`src/rtl/regsel_pkg.sv`:
```
package regsel_pkg;

    localparam int unsigned WORD_W = 32;
    localparam int unsigned SPEC_W = 5;

    typedef enum logic [SPEC_W-1:0] {
        OPC_IDLE       = 5'd0,
        OPC_MEMRD      = 5'd1,
        OPC_MEMRD_REL  = 5'd2,
        OPC_MEMWR      = 5'd3,
        OPC_MEMWR_REL  = 5'd4,
        OPC_ADDR       = 5'd5,
        OPC_HALT       = 5'd31
    } opcode_e;

endpackage

```
`src/rtl/ir_hold.sv`:
```
module ir_hold #(
    parameter int unsigned W = 32
) (
    input  logic         clk,
    input  logic         rst_n,
    input  logic         load,
    input  logic [W-1:0] din,
    output logic [W-1:0] q
);
    typedef struct packed {
        logic [W-1:0] word;
    } hold_t;

    hold_t st_d, st_q;

    always_comb begin
        st_d = st_q;
        if (load) begin
            st_d.word = din;
        end
    end

    always_ff @(posedge clk or negedge rst_n) begin
        if (!rst_n) begin
            st_q <= '0;
        end else begin
            st_q <= st_d;
        end
    end

    assign q = st_q.word;

    a_r1_keep_when_idle: assert property (@(posedge clk) disable iff (!rst_n)
        !load |=> $stable(q));
    a_r1_capture: assert property (@(posedge clk) disable iff (!rst_n)
        load |=> (q == $past(din)));

endmodule

```
`src/rtl/field_pick.sv`:
```
module field_pick #(
    parameter int unsigned FW    = 5,
    parameter int unsigned NSRC  = 3
) (
    input  logic [NSRC-1:0]    pick,
    input  logic [NSRC*FW-1:0] fields,
    output logic [FW-1:0]      code,
    output logic               any
);
    always_comb begin
        code = '0;
        for (int k = 0; k < NSRC; k++) begin
            code = code | (fields[k*FW +: FW] & {FW{pick[k]}});
        end
        any = |pick;
    end
endmodule

```
`src/rtl/onehot_dec.sv`:
```
module onehot_dec #(
    parameter int unsigned IN_W = 5,
    localparam int unsigned OUT_N = 1 << IN_W
) (
    input  logic             en,
    input  logic [IN_W-1:0]  code,
    output logic [OUT_N-1:0] lines
);
    for (genvar i = 0; i < OUT_N; i++) begin : g_line
        assign lines[i] = en && (code == IN_W'(i));
    end
endmodule

```
`src/rtl/regsel_decode.sv`:
```
module regsel_decode #(
    parameter int unsigned IR_W  = regsel_pkg::WORD_W,
    parameter int unsigned FLD_W = regsel_pkg::SPEC_W,
    localparam int unsigned NREG  = 1 << FLD_W,
    localparam int unsigned OPC_LSB = IR_W - FLD_W,
    localparam int unsigned A_LSB   = OPC_LSB - FLD_W,
    localparam int unsigned B_LSB   = A_LSB - FLD_W,
    localparam int unsigned C_LSB   = B_LSB - FLD_W
) (
    input  logic            clk,
    input  logic            rst_n,
    input  logic            ir_load,
    input  logic [IR_W-1:0] ir_in,
    input  logic            sel_a,
    input  logic            sel_b,
    input  logic            sel_c,
    input  logic            drive_en,
    input  logic            load_en,
    output logic [NREG-1:0] reg_drive,
    output logic [NREG-1:0] reg_load,
    output logic [NREG-1:0] op_line
);
    logic [IR_W-1:0]  ir_q;
    logic [FLD_W-1:0] spec_code;
    logic             spec_any;
    logic [NREG-1:0]  spec_lines;

    ir_hold #(.W(IR_W)) u_ir (
        .clk   (clk),
        .rst_n (rst_n),
        .load  (ir_load),
        .din   (ir_in),
        .q     (ir_q)
    );

    field_pick #(.FW(FLD_W), .NSRC(3)) u_pick (
        .pick   ({sel_c, sel_b, sel_a}),
        .fields ({ir_q[C_LSB +: FLD_W], ir_q[B_LSB +: FLD_W], ir_q[A_LSB +: FLD_W]}),
        .code   (spec_code),
        .any    (spec_any)
    );

    onehot_dec #(.IN_W(FLD_W)) u_spec_dec (
        .en    (spec_any),
        .code  (spec_code),
        .lines (spec_lines)
    );

    onehot_dec #(.IN_W(FLD_W)) u_opc_dec (
        .en    (1'b1),
        .code  (ir_q[OPC_LSB +: FLD_W]),
        .lines (op_line)
    );

    assign reg_drive = spec_lines & {NREG{drive_en}};
    assign reg_load  = spec_lines & {NREG{load_en}};

    if (C_LSB > 0) begin : g_low
        logic unused_low_bits;
        assign unused_low_bits = ^ir_q[C_LSB-1:0];
    end

    // Input contract: the sequencer raises at most one field enable.
    a_r6_enables_onehot0: assert property (@(posedge clk) disable iff (!rst_n)
        $onehot0({sel_a, sel_b, sel_c}));
    a_r6_idle_quiet: assert property (@(posedge clk) disable iff (!rst_n)
        !(sel_a || sel_b || sel_c) |-> (reg_drive == '0 && reg_load == '0));
    a_r2_opcode_onehot: assert property (@(posedge clk) disable iff (!rst_n)
        $onehot(op_line));
    a_r7_drive_single: assert property (@(posedge clk) disable iff (!rst_n)
        $onehot0(reg_drive));
    a_r8_load_gated: assert property (@(posedge clk) disable iff (!rst_n)
        !load_en |-> (reg_load == '0));
    a_r9_same_target: assert property (@(posedge clk) disable iff (!rst_n)
        (drive_en && load_en) |-> (reg_drive == reg_load));

endmodule

```
`config.mk`:
```
export PLATFORM = sky130hd
export DESIGN_NAME = regsel_decode
export DESIGN_NICKNAME = d
export VERILOG_FILES = /design/src/rtl/regsel_pkg.sv /design/src/rtl/ir_hold.sv /design/src/rtl/field_pick.sv /design/src/rtl/onehot_dec.sv /design/src/rtl/regsel_decode.sv
export SDC_FILE = /design/constraint.sdc
export NUM_CORES = 1
export LEC_CHECK = 0
export ABC_AREA = 0
export BUFFER_PORTS_ARGS = -buffer_cell sky130_fd_sc_hd__buf_2
export CORE_ASPECT_RATIO = 0.5
export CORE_MARGIN = 4
export CORE_UTILIZATION = 33
export CTS_CLUSTER_DIAMETER = 60
export DETAILED_ROUTE_END_ITERATION = 12
export PLACE_DENSITY = 0.76
export SLEW_MARGIN = 30
export SYNTH_ARGS = -nofsm -noshare
export SYNTH_HDL_FRONTEND = slang
export SYNTH_SLANG_ARGS = --single-unit
export TNS_END_PERCENT = 50
```
`constraint.sdc`:
```
create_clock -name clk -period 2.5 [get_ports clk]
set_clock_uncertainty 0.2 [all_clocks]
set_input_delay 0.5 -clock clk [delete_from_list [all_inputs] [get_ports clk]]
set_output_delay 0.5 -clock clk [all_outputs]
set_load 0.02 [all_outputs]
```
; ---- After elaboration in Yosys (flattened, before gate mapping)
; Cells that the tools add are included.
[classes]
n_eq_ne = 62
bitwise_logic = 7
reduce_logical = 35
[ops]
columns = op, count
row1 = "5-bit == test, second input constant", 32
row2 = "5-bit by 4-bit == test with 1-bit output, second input constant", 16
row3 = 32-bit AND, 2
row4 = "5-bit by 3-bit == test with 1-bit output, second input constant", 8
row5 = 1-bit logical AND, 32
row6 = "5-bit by 2-bit == test with 1-bit output, second input constant", 4
row7 = 5-bit AND, 3
row8 = "5-bit by 1-bit == test with 1-bit output, second input constant", 2
row9 = 5-bit logical NOT, 2
row10 = 5-bit bitwise OR, 2
row11 = 3-bit OR reduction, 1
[word_totals]
register_bits = 32
out_inout_bits = 96
word_cells = 105

; ---- Depth between registers and ports, before layout
; Gate-level depths: netlist of run 1.
[logic_depth]
word_depth = 6
mapped_depth = 4
depth_no_buf = 3

; ---- Cells and area by module
; A second synthesis of run 1 with hierarchy kept.
[hier_totals]
cells_unflattened = 244
area_unflattened_um2 = 2354.8
[modules_own_cells]
columns = mod, instances, cells_each, area_each_um2, seq_area_each_um2
row1 = ir_hold, 1, 68, 1345.0, 800.8
row2 = onehot_dec, 2, 47, 234.0, 0.0
row3 = regsel_decode, 1, 71, 466.7, 0.0
row4 = field_pick, 1, 11, 75.1, 0.0

; ---- Worst setup path after synthesis of run 1
; No wires, ideal clock.
[synth_timing]
kind = input -> output
start = in sel_c
end = out reg_drive[12]
arrival_ps = 2064
setup_slack_ps = -264
stages = 4
cell_sequence = a222oi_1 -> clkbuf_1 -> or3b_1 -> nor2_1
[synth_via]
elab_chain_len = 5
word_cells_on_any_way = 6
[synth_rtl]
columns = element, line
row1 = start: declaration, regsel_decode.sv:16  ; input logic sel_c,
row2 = 5-bit AND, field_pick.sv:13  ; code = code | (fields[k*FW +: FW] & {FW{pick[k]}});
row3 = 5-bit bitwise OR, field_pick.sv:13
row4 = 5-bit by 4-bit == test with 1-bit output, onehot_dec.sv:10  ; assign lines[i] = en && (code == IN_W'(i));
row5 = 1-bit logical AND *, onehot_dec.sv:10
row6 = 32-bit AND *, regsel_decode.sv:55  ; assign reg_drive = spec_lines & {NREG{drive_en}};
row7 = end: declaration, regsel_decode.sv:19  ; output logic [NREG-1:0] reg_drive,
; Every way passes the cells marked *; elsewhere a longest branch is shown, timed or not.

; ---- Worst setup path in the final report of run 1
[layout_timing]
start = reg u_ir.st_q, in the netlist u_ir.q[25]
end = out reg_drive[18]
[layout_via]
elab_chain_len = 6
[layout_rtl]
columns = element, line
row1 = start: declaration, ir_hold.sv:14  ; hold_t st_d, st_q;
row2 = start signal: assignment, ir_hold.sv:27  ; st_q <= st_d;
row3 = 5-bit AND, field_pick.sv:13
row4 = 5-bit bitwise OR (2 in a row), field_pick.sv:13
row5 = 5-bit == test, onehot_dec.sv:10
row6 = 1-bit logical AND, onehot_dec.sv:10
row7 = 32-bit AND, regsel_decode.sv:55
; No other way between the ends.

==> results of run 1 <==
routing by layer:
metal	vias to the layer above	global-route usage (%)	share of wire, %
met3	20	3.63	5.5
met1	1036	21.5	38
li1	940	-	-
met5	-	0	0
met4	0	8.06	3.1
met2	103	42.0	54
worst paths after layout:
path,slack (ns),start,to,depth (start not counted)
max,-0.29,u_ir.q[25],reg_drive[18],7
min,0.27,ir_in[28],u_ir.q[28],2
max reg2reg,1.44,u_ir.q[30],u_ir.q[30],1
max in group asynchronous,1.27,rst_n,u_ir.q[13],2
min in group asynchronous,0.52,rst_n,u_ir.q[16],2
min reg2reg,0.33,u_ir.q[23],u_ir.q[23],1
repair_timing:
action	4_1_cts	5_1_grt
endpoints found under the setup margin	60	64
endpoints found under the hold margin	20	0
pin swaps	29	20
hold buffers	1	0
buffers inserted	7	4
resized for setup	111	92
cloned	0	1
cell type report:
class	count	share of cell area (%)
multi-input combinational	159	40.5
sequential	20	15.5
timing repair buffer	152	40.2
clock buffer	4	1.70
tap	54	2.09
logic make-up (layout without fill, tap and decap cells):
kind of cell	count (synthesis)	in the layout	synth area share [%]
and+or+nand+nor	134	134	43.7
muxes	20	20	15.4
DFF	20	20	34.3
buffers and inverters	12	156	3.09
AOI/OAI and AO/OA	5	5	3.43
critical path, stage by stage, from the launching register on:
cell and delay, ns:
dfrtp_1 0.40, a222oi_1 0.37, buf_4 0.22, buf_8 0.13, buf_6 0.12, nand4b_1 0.21, nor2_1 0.22, buf_4 0.17
power breakdown:
part / leakage (nW) / internal [mW] / switching, mW
sequential: 0.234 / 0.356 / 0.0299
combinational: 1.16 / 0.282 / 0.340
clock: 0.0288 / 0.140 / 0.109
total: 1.42 / 0.778 / 0.479
metrics by stage:
step | instances | worst slack (ns)
after floorplan | 191 | -0.198
after global placement | 372 | -0.284
after detailed placement | 372 | -0.332
after CTS | 384 | -0.164
after global routing | 389 | -0.394
final | 389 | -0.287
cells in the mapped netlist:
| cell type | number | area share [%] |
|---|---|---|
| a222oi_1 | 5 | 3.4 |
| clkbuf_1 | 12 | 3.1 |
| dfrtp_1 | 20 | 34 |
| mux2_2 | 20 | 15 |
| nand2_1 | 4 | 1.0 |
| nand2b_1 | 4 | 1.7 |
| nand3_1 | 2 | 0.69 |
| nand3b_1 | 6 | 3.1 |
| nand4_1 | 2 | 0.86 |
| nand4b_1 | 3 | 1.8 |
| nand4bb_1 | 3 | 2.3 |
| nor2_1 | 97 | 25 |
| or2_2 | 1 | 0.43 |
| or3_1 | 3 | 1.3 |
| or3b_1 | 3 | 1.8 |
| or3b_2 | 2 | 1.2 |
| or4_1 | 1 | 0.51 |
| or4b_1 | 3 | 2.1 |
==> reports/metrics.cfg, run 1 <==
[clock_network]
cts_root_buf = clkbuf_8
htree_num_levels = 1
path_clk_slew_ns = 0.08
cts_buffers = 3
cts_sinks = 20
clk_path_buf_depth = 2
tritoncts = built
worstSkewPairLatency_ns = 0.26

[synthesis]
syn_avg_cell_area_sq_um = 7.64
syn_area_sq_mm = 0.00146
syn_nets = 231
synth_warnings = 0
syn_inst = 191
yosys_register_bits = 20
yosysSeqAreaShare_pct = 34.3
ys_types = 18

[layout]
synthToLayoutAreaGrowth_pct = 122
drive_gt1_share_pct = 73.1
largest_register_ff_count = 20
utilization_pct = 79.2
layout_commonest_cell = buf_6
fill_cells = 196
finalInstanceArea_sq_mm = 0.00323
diodes = 0
layout_common_cells = 60 x buf_6, 56 x buf_2, 46 x nor2_1, 31 x nor2_4, 28 x buf_4
nNetsFinal = 376
multiInputGateArea_sq_mm = 0.00131
seq_area_sq_um = 500

[sta]
whs_ns = 0.271
setup_tns_ns = -12.20
rsz0062_at_grt = yes
timing.final.ws_setup_ns = -0.287
hold_viol = 0
period_minus_slack_ns = 2.79
final.period_utilization_pct = 111
drv_slew = 0
slew_headroom_pct = 70.4
setup_violations = 64
max_freq_mhz = 359
tightest_slew_ns = 0.444

[floorplan]
floorplan.initialDensity_pct = 35.7
die_w_um = 102
die_y_um = 55.0
io_pins = 136
fp.coreArea_sq_mm = 0.00408
row_count = 16
dieArea_sq_mm = 0.00561

[critical_path]
endpoint_kind = output pin
arrival_ns = 2.09
worst_ep_required_time_ns = 1.80
crit_path_start_kind = flip-flop
path_max_fanout = 7
critical_path_class = reg2out

[hold_path]
min_path_type = in2reg

[drt]
vias = 2099
wire_per_inst_um = 20.0
ant_nets = 0
drc = 0
drtIter0Drc = 180
wirelength_mm = 7.79
vias_per_cell = 5.40
first_pass_iters = 4

[power_and_ir_drop]
power_density_mw_per_mm2 = 388
p_leak_nw = 1.42
ir_drop_uv = 217
power_mw = 1.26

[job]
maxCapViolations = 0

[placement]
dp_hpwl_mm = 4.06
place_area_sq_mm = 0.00234
io_buffers = 123
gp_congestion = 0.745

[grt]
grt_max_degree = 21
grt_first_pass_wirelength_mm = 8.97
overflow = 0
antenna_found_initial = 0
track_usage_pct = 20.5
grt_pass1_vias = 1915

[run_status]
outcome = complete, but fails checks
violations = negative setup slack

Power figures use the tool's default switching activity.
==> run 2: changes to the inputs <==
--- a/config.mk
+++ b/config.mk
@@ -6,13 +6,13 @@
 export NUM_CORES = 1
 export LEC_CHECK = 0
 export ABC_AREA = 0
-export BUFFER_PORTS_ARGS = -buffer_cell sky130_fd_sc_hd__buf_2
 export CORE_ASPECT_RATIO = 0.5
 export CORE_MARGIN = 4
-export CORE_UTILIZATION = 33
+export CORE_UTILIZATION = 56
 export CTS_CLUSTER_DIAMETER = 60
 export DETAILED_ROUTE_END_ITERATION = 12
-export PLACE_DENSITY = 0.76
+export DONT_BUFFER_PORTS = 1
+export PLACE_DENSITY_LB_ADDON = 0.05
 export SLEW_MARGIN = 30
 export SYNTH_ARGS = -nofsm -noshare
 export SYNTH_HDL_FRONTEND = slang
==> run 2 against run 1 <==
Compared with the run above:
- the flow now stops in global routing
- area after synthesis unchanged
- synthesized cell count unchanged
==> reports/metrics.cfg, run 2 <==
[placement]
dp_hpwl_mm = 3.62  ; was 4.06 mm
gp_congestion = 0.778  ; was 0.745
place_ws_ns = -0.0837  ; was -0.332 ns
io_buffers = 0  ; was 123
dp.cells = 272  ; was 372

[floorplan]
die_y_um = 44.1  ; was 55.0 um
die_w_um = 80.2  ; was 102 um
io_pins = 136  ; unchanged
floorplan.initialDensity_pct = 62.3  ; was 35.7%
row_count = 12  ; was 16

[synthesis]
synth-edff-count = 0  ; unchanged
syn_inst = 191  ; unchanged
synthTopCellsByCount = 97 x nor2_1, 20 x dfrtp_1, 20 x mux2_2  ; unchanged
yosysTopAreaCell = dfrtp_1  ; unchanged
synth_warnings = 0  ; unchanged
syn_avg_cell_area_sq_um = 7.64  ; unchanged
yosys_register_bits = 20  ; unchanged
synth.top_cell.area_share_pct = 34.3  ; unchanged
synth_ff_type = dfrtp_1  ; unchanged
syn_area_sq_mm = 0.00146  ; unchanged
ys_types = 18  ; unchanged
yosysSeqAreaShare_pct = 34.3  ; unchanged
synth.top_cells.by_area = dfrtp_1 34%, nor2_1 25%, mux2_2 15%, a222oi_1 3.4%, clkbuf_1 3.1%  ; unchanged
synthArstFlopShare_pct = 100  ; unchanged
yosysMostFrequentCell = nor2_1  ; unchanged
syn_nets = 231  ; unchanged

[run_status]
error = [ERROR DPL-0038] Utilization greater than 100%, impossible to legalize
stop_stage = global routing
outcome = aborted with a tool error  ; was complete, but fails checks

[clock_network]
cts_root_buf = clkbuf_8  ; unchanged
clk_path_buf_depth = 2  ; unchanged
htree_num_levels = 1  ; unchanged
cts_buffers = 3  ; unchanged
cts_sinks = 20  ; unchanged

[grt]
grt_max_degree = 21

[sta]
worstEpCategory = primary output
grt_worst_setup_endpoint = reg_load[16]

[run 2: cell counts after synthesis]
No cell type changed its count.
[run 2: repair_timing]
item                                    in CTS
endpoints found under the setup margin      46
resized for setup                           29
hold buffers                                 1
setup buffers                                8
pin swaps                                   25
endpoints found under the hold margin       20
[run 2: kinds of logic after synthesis]
group	after synthesis	synth area share, %
buffers and inverters	12	3.09
AND/OR/NAND/NOR	134	43.7
flip-flops	20	34.3
multiplexers	20	15.4
AO/OA/AOI/OAI	5	3.43
[run 2: per-stage QoR]
stage	util, %	TNS [ns]	cell area (sq um)
CTS	96.1	-2.83	2250
detailed placement	85.0	-0.616	1990
global placement	85.0	-0.267	1990
floorplan	-	-5.45	1560
==> run 3: changes to the inputs <==
--- a/config.mk
+++ b/config.mk
@@ -6,13 +6,11 @@
 export NUM_CORES = 1
 export LEC_CHECK = 0
 export ABC_AREA = 0
-export CORE_ASPECT_RATIO = 0.5
 export CORE_MARGIN = 4
-export CORE_UTILIZATION = 56
-export CTS_CLUSTER_DIAMETER = 60
+export CORE_UTILIZATION = 40
 export DETAILED_ROUTE_END_ITERATION = 12
 export DONT_BUFFER_PORTS = 1
-export PLACE_DENSITY_LB_ADDON = 0.05
+export PLACE_DENSITY_LB_ADDON = 0.15
 export SLEW_MARGIN = 30
 export SYNTH_ARGS = -nofsm -noshare
 export SYNTH_HDL_FRONTEND = slang
==> constraint.sdc (replaced) <==
create_clock -name clk -period 3.2 [get_ports clk]
set_clock_uncertainty 0.2 [all_clocks]
set_input_delay 0.64 -clock clk [delete_from_list [all_inputs] [get_ports clk]]
set_output_delay 0.64 -clock clk [all_outputs]
set_load 0.02 [all_outputs]
==> run 3 against run 2 <==
Compared with the run above:
- the flow now finishes without violations
==> reports/metrics.cfg, run 3 (same netlist as run 1, synthesis figures left out) <==
[drt]
ant_nets = 0
drc = 0
wirelength_mm = 4.38
vias = 1558
vias_per_cell = 5.35
wire_per_inst_um = 15.1
drtIter0Drc = 99
first_pass_iters = 5

[critical_path]
path_cells = a222oi_1, buf_4, or4b_1, nor2_1, buf_4
worst_ep_required_time_ns = 2.36
max_stage_delay_ns = 0.52
path_max_fanout = 16
crit_path_frequent_cell = buf_4
slowest_stage = or4b_1
r2r_slack_ns = 2.14
critical_path_class = reg2out
crit_path_start_kind = flip-flop
endpoint_kind = output pin
arrival_ns = 2.08

[grt]
grt_first_pass_wirelength_mm = 6.38
grt_max_degree = 21
track_usage_pct = 17.4
overflow = 0
antenna_found_initial = 0
grt_pass1_vias = 1389

[clock_network]
cts_sinks = 20  ; unchanged
htree_num_levels = 1  ; unchanged
cts_buffers = 3  ; unchanged
worstSkewPairLatency_ns = 0.29
path_clk_slew_ns = 0.10
cts_resized = 0  ; was 29
cts_root_buf = clkbuf_4  ; was clkbuf_8
clk_path_buf_depth = 2  ; unchanged
tritoncts = built

[floorplan]
floorplan.initialDensity_pct = 42.7  ; was 62.3%
die_y_um = 68.4  ; was 44.1 um
fp.coreArea_sq_mm = 0.00342
die_w_um = 68.4  ; was 80.2 um
io_pins = 136  ; unchanged
row_count = 21  ; was 12
dieArea_sq_mm = 0.00468

[sta]
drv_slew = 0
setup_tns_ns = 0
setup_violations = 0
rsz0062_at_grt = no
final.period_utilization_pct = 91.3
slew_headroom_pct = 43.8
hold_viol = 0
period_minus_slack_ns = 2.92
max_freq_mhz = 342
tightest_slew_ns = 0.840

[layout]
nNetsFinal = 286
utilization_pct = 57.8
layout_common_cells = 97 x nor2_1, 61 x buf_4, 20 x mux2_2, 20 x dfrtp_1, 6 x nand3b_1
drive_gt1_share_pct = 35.9
largest_register_ff_count = 20
diodes = 0
layout_commonest_cell = nor2_1
fin_cells = 291
synthToLayoutAreaGrowth_pct = 35.4

[placement]
dp.cells = 286  ; was 272
gp_congestion = 0.732  ; was 0.778
dp_hpwl_mm = 3.56  ; was 3.62 mm
io_buffers = 0  ; unchanged

[run_status]
outcome = complete, no violations  ; was aborted with a tool error

[power_and_ir_drop]
power_uw = 670
p_leak_nw = 0.857
power_density_mw_per_mm2 = 339
ir_drop_uv = 334

[hold_path]
min_path_type = in2reg

[job]
maxCapViolations = 0

-- run 3: worst max-delay path, delay by kind of cell (launching register included) --
family	cells	cell delay, ns
AND/OR/NAND/NOR	2	0.66
AO/OA/AOI/OAI	1	0.34
flip-flops	1	0.39
buffers and inverters	2	0.40
-- run 3: per-layer routing --
| metal | GRT usage, % | up-vias | routed length, um |
|---|---|---|---|
| met1 | 22.0 | 717 | 1730 |
| met5 | 0 | - | 0 |
| met2 | 28.6 | 83 | 2100 |
| met3 | 4.43 | 2 | 550 |
| met4 | 5.96 | 0 | 8 |
| li1 | - | 756 | - |
-- run 3: layout make-up --
cell class	instances	area (sq um)
Clock buffer	4	36.3
Timing Repair Buffer	62	468
Fill cell	339	1440
Multi-Input combinational cell	159	913
Tap cell	46	57.6
Sequential cell	20	500
-- run 3: path summary, 6_finish.rpt --
kind                            start             to  cells after the start
max                        u_ir.q[24]  reg_drive[27]                      5
min                         ir_in[30]     u_ir.q[30]                      1
max reg2reg                u_ir.q[29]     u_ir.q[29]                      1
min reg2reg                u_ir.q[24]     u_ir.q[24]                      1
max in group asynchronous       rst_n     u_ir.q[26]                      1
min in group asynchronous       rst_n     u_ir.q[17]                      1
-- run 3: repair_timing --
item,4_1_cts,5_1_grt
buffers inserted,0,0
hold endpoints to repair,20,0
hold buffers,1,0
-- run 3: where the power goes --
part           leakage (nW)  switching [mW]  internal [mW]
logic                 0.602           0.146         0.0889
clock network        0.0210          0.0682         0.0693
registers             0.234          0.0197          0.278
-- run 3: through the flow --
stage | worst slack [ns] | hold slack (ns) | area (sq um)
4_1_cts | 0.268 | 0.281 | 1980
3_3_place_gp | 0.343 | 0.145 | 1930
6_report | 0.279 | 0.291 | 1980
2_1_floorplan | 0.156 | 0.144 | 1460
3_5_place_dp | 0.339 | 0.145 | 1930
5_1_grt | 0.122 | 0.265 | 1980
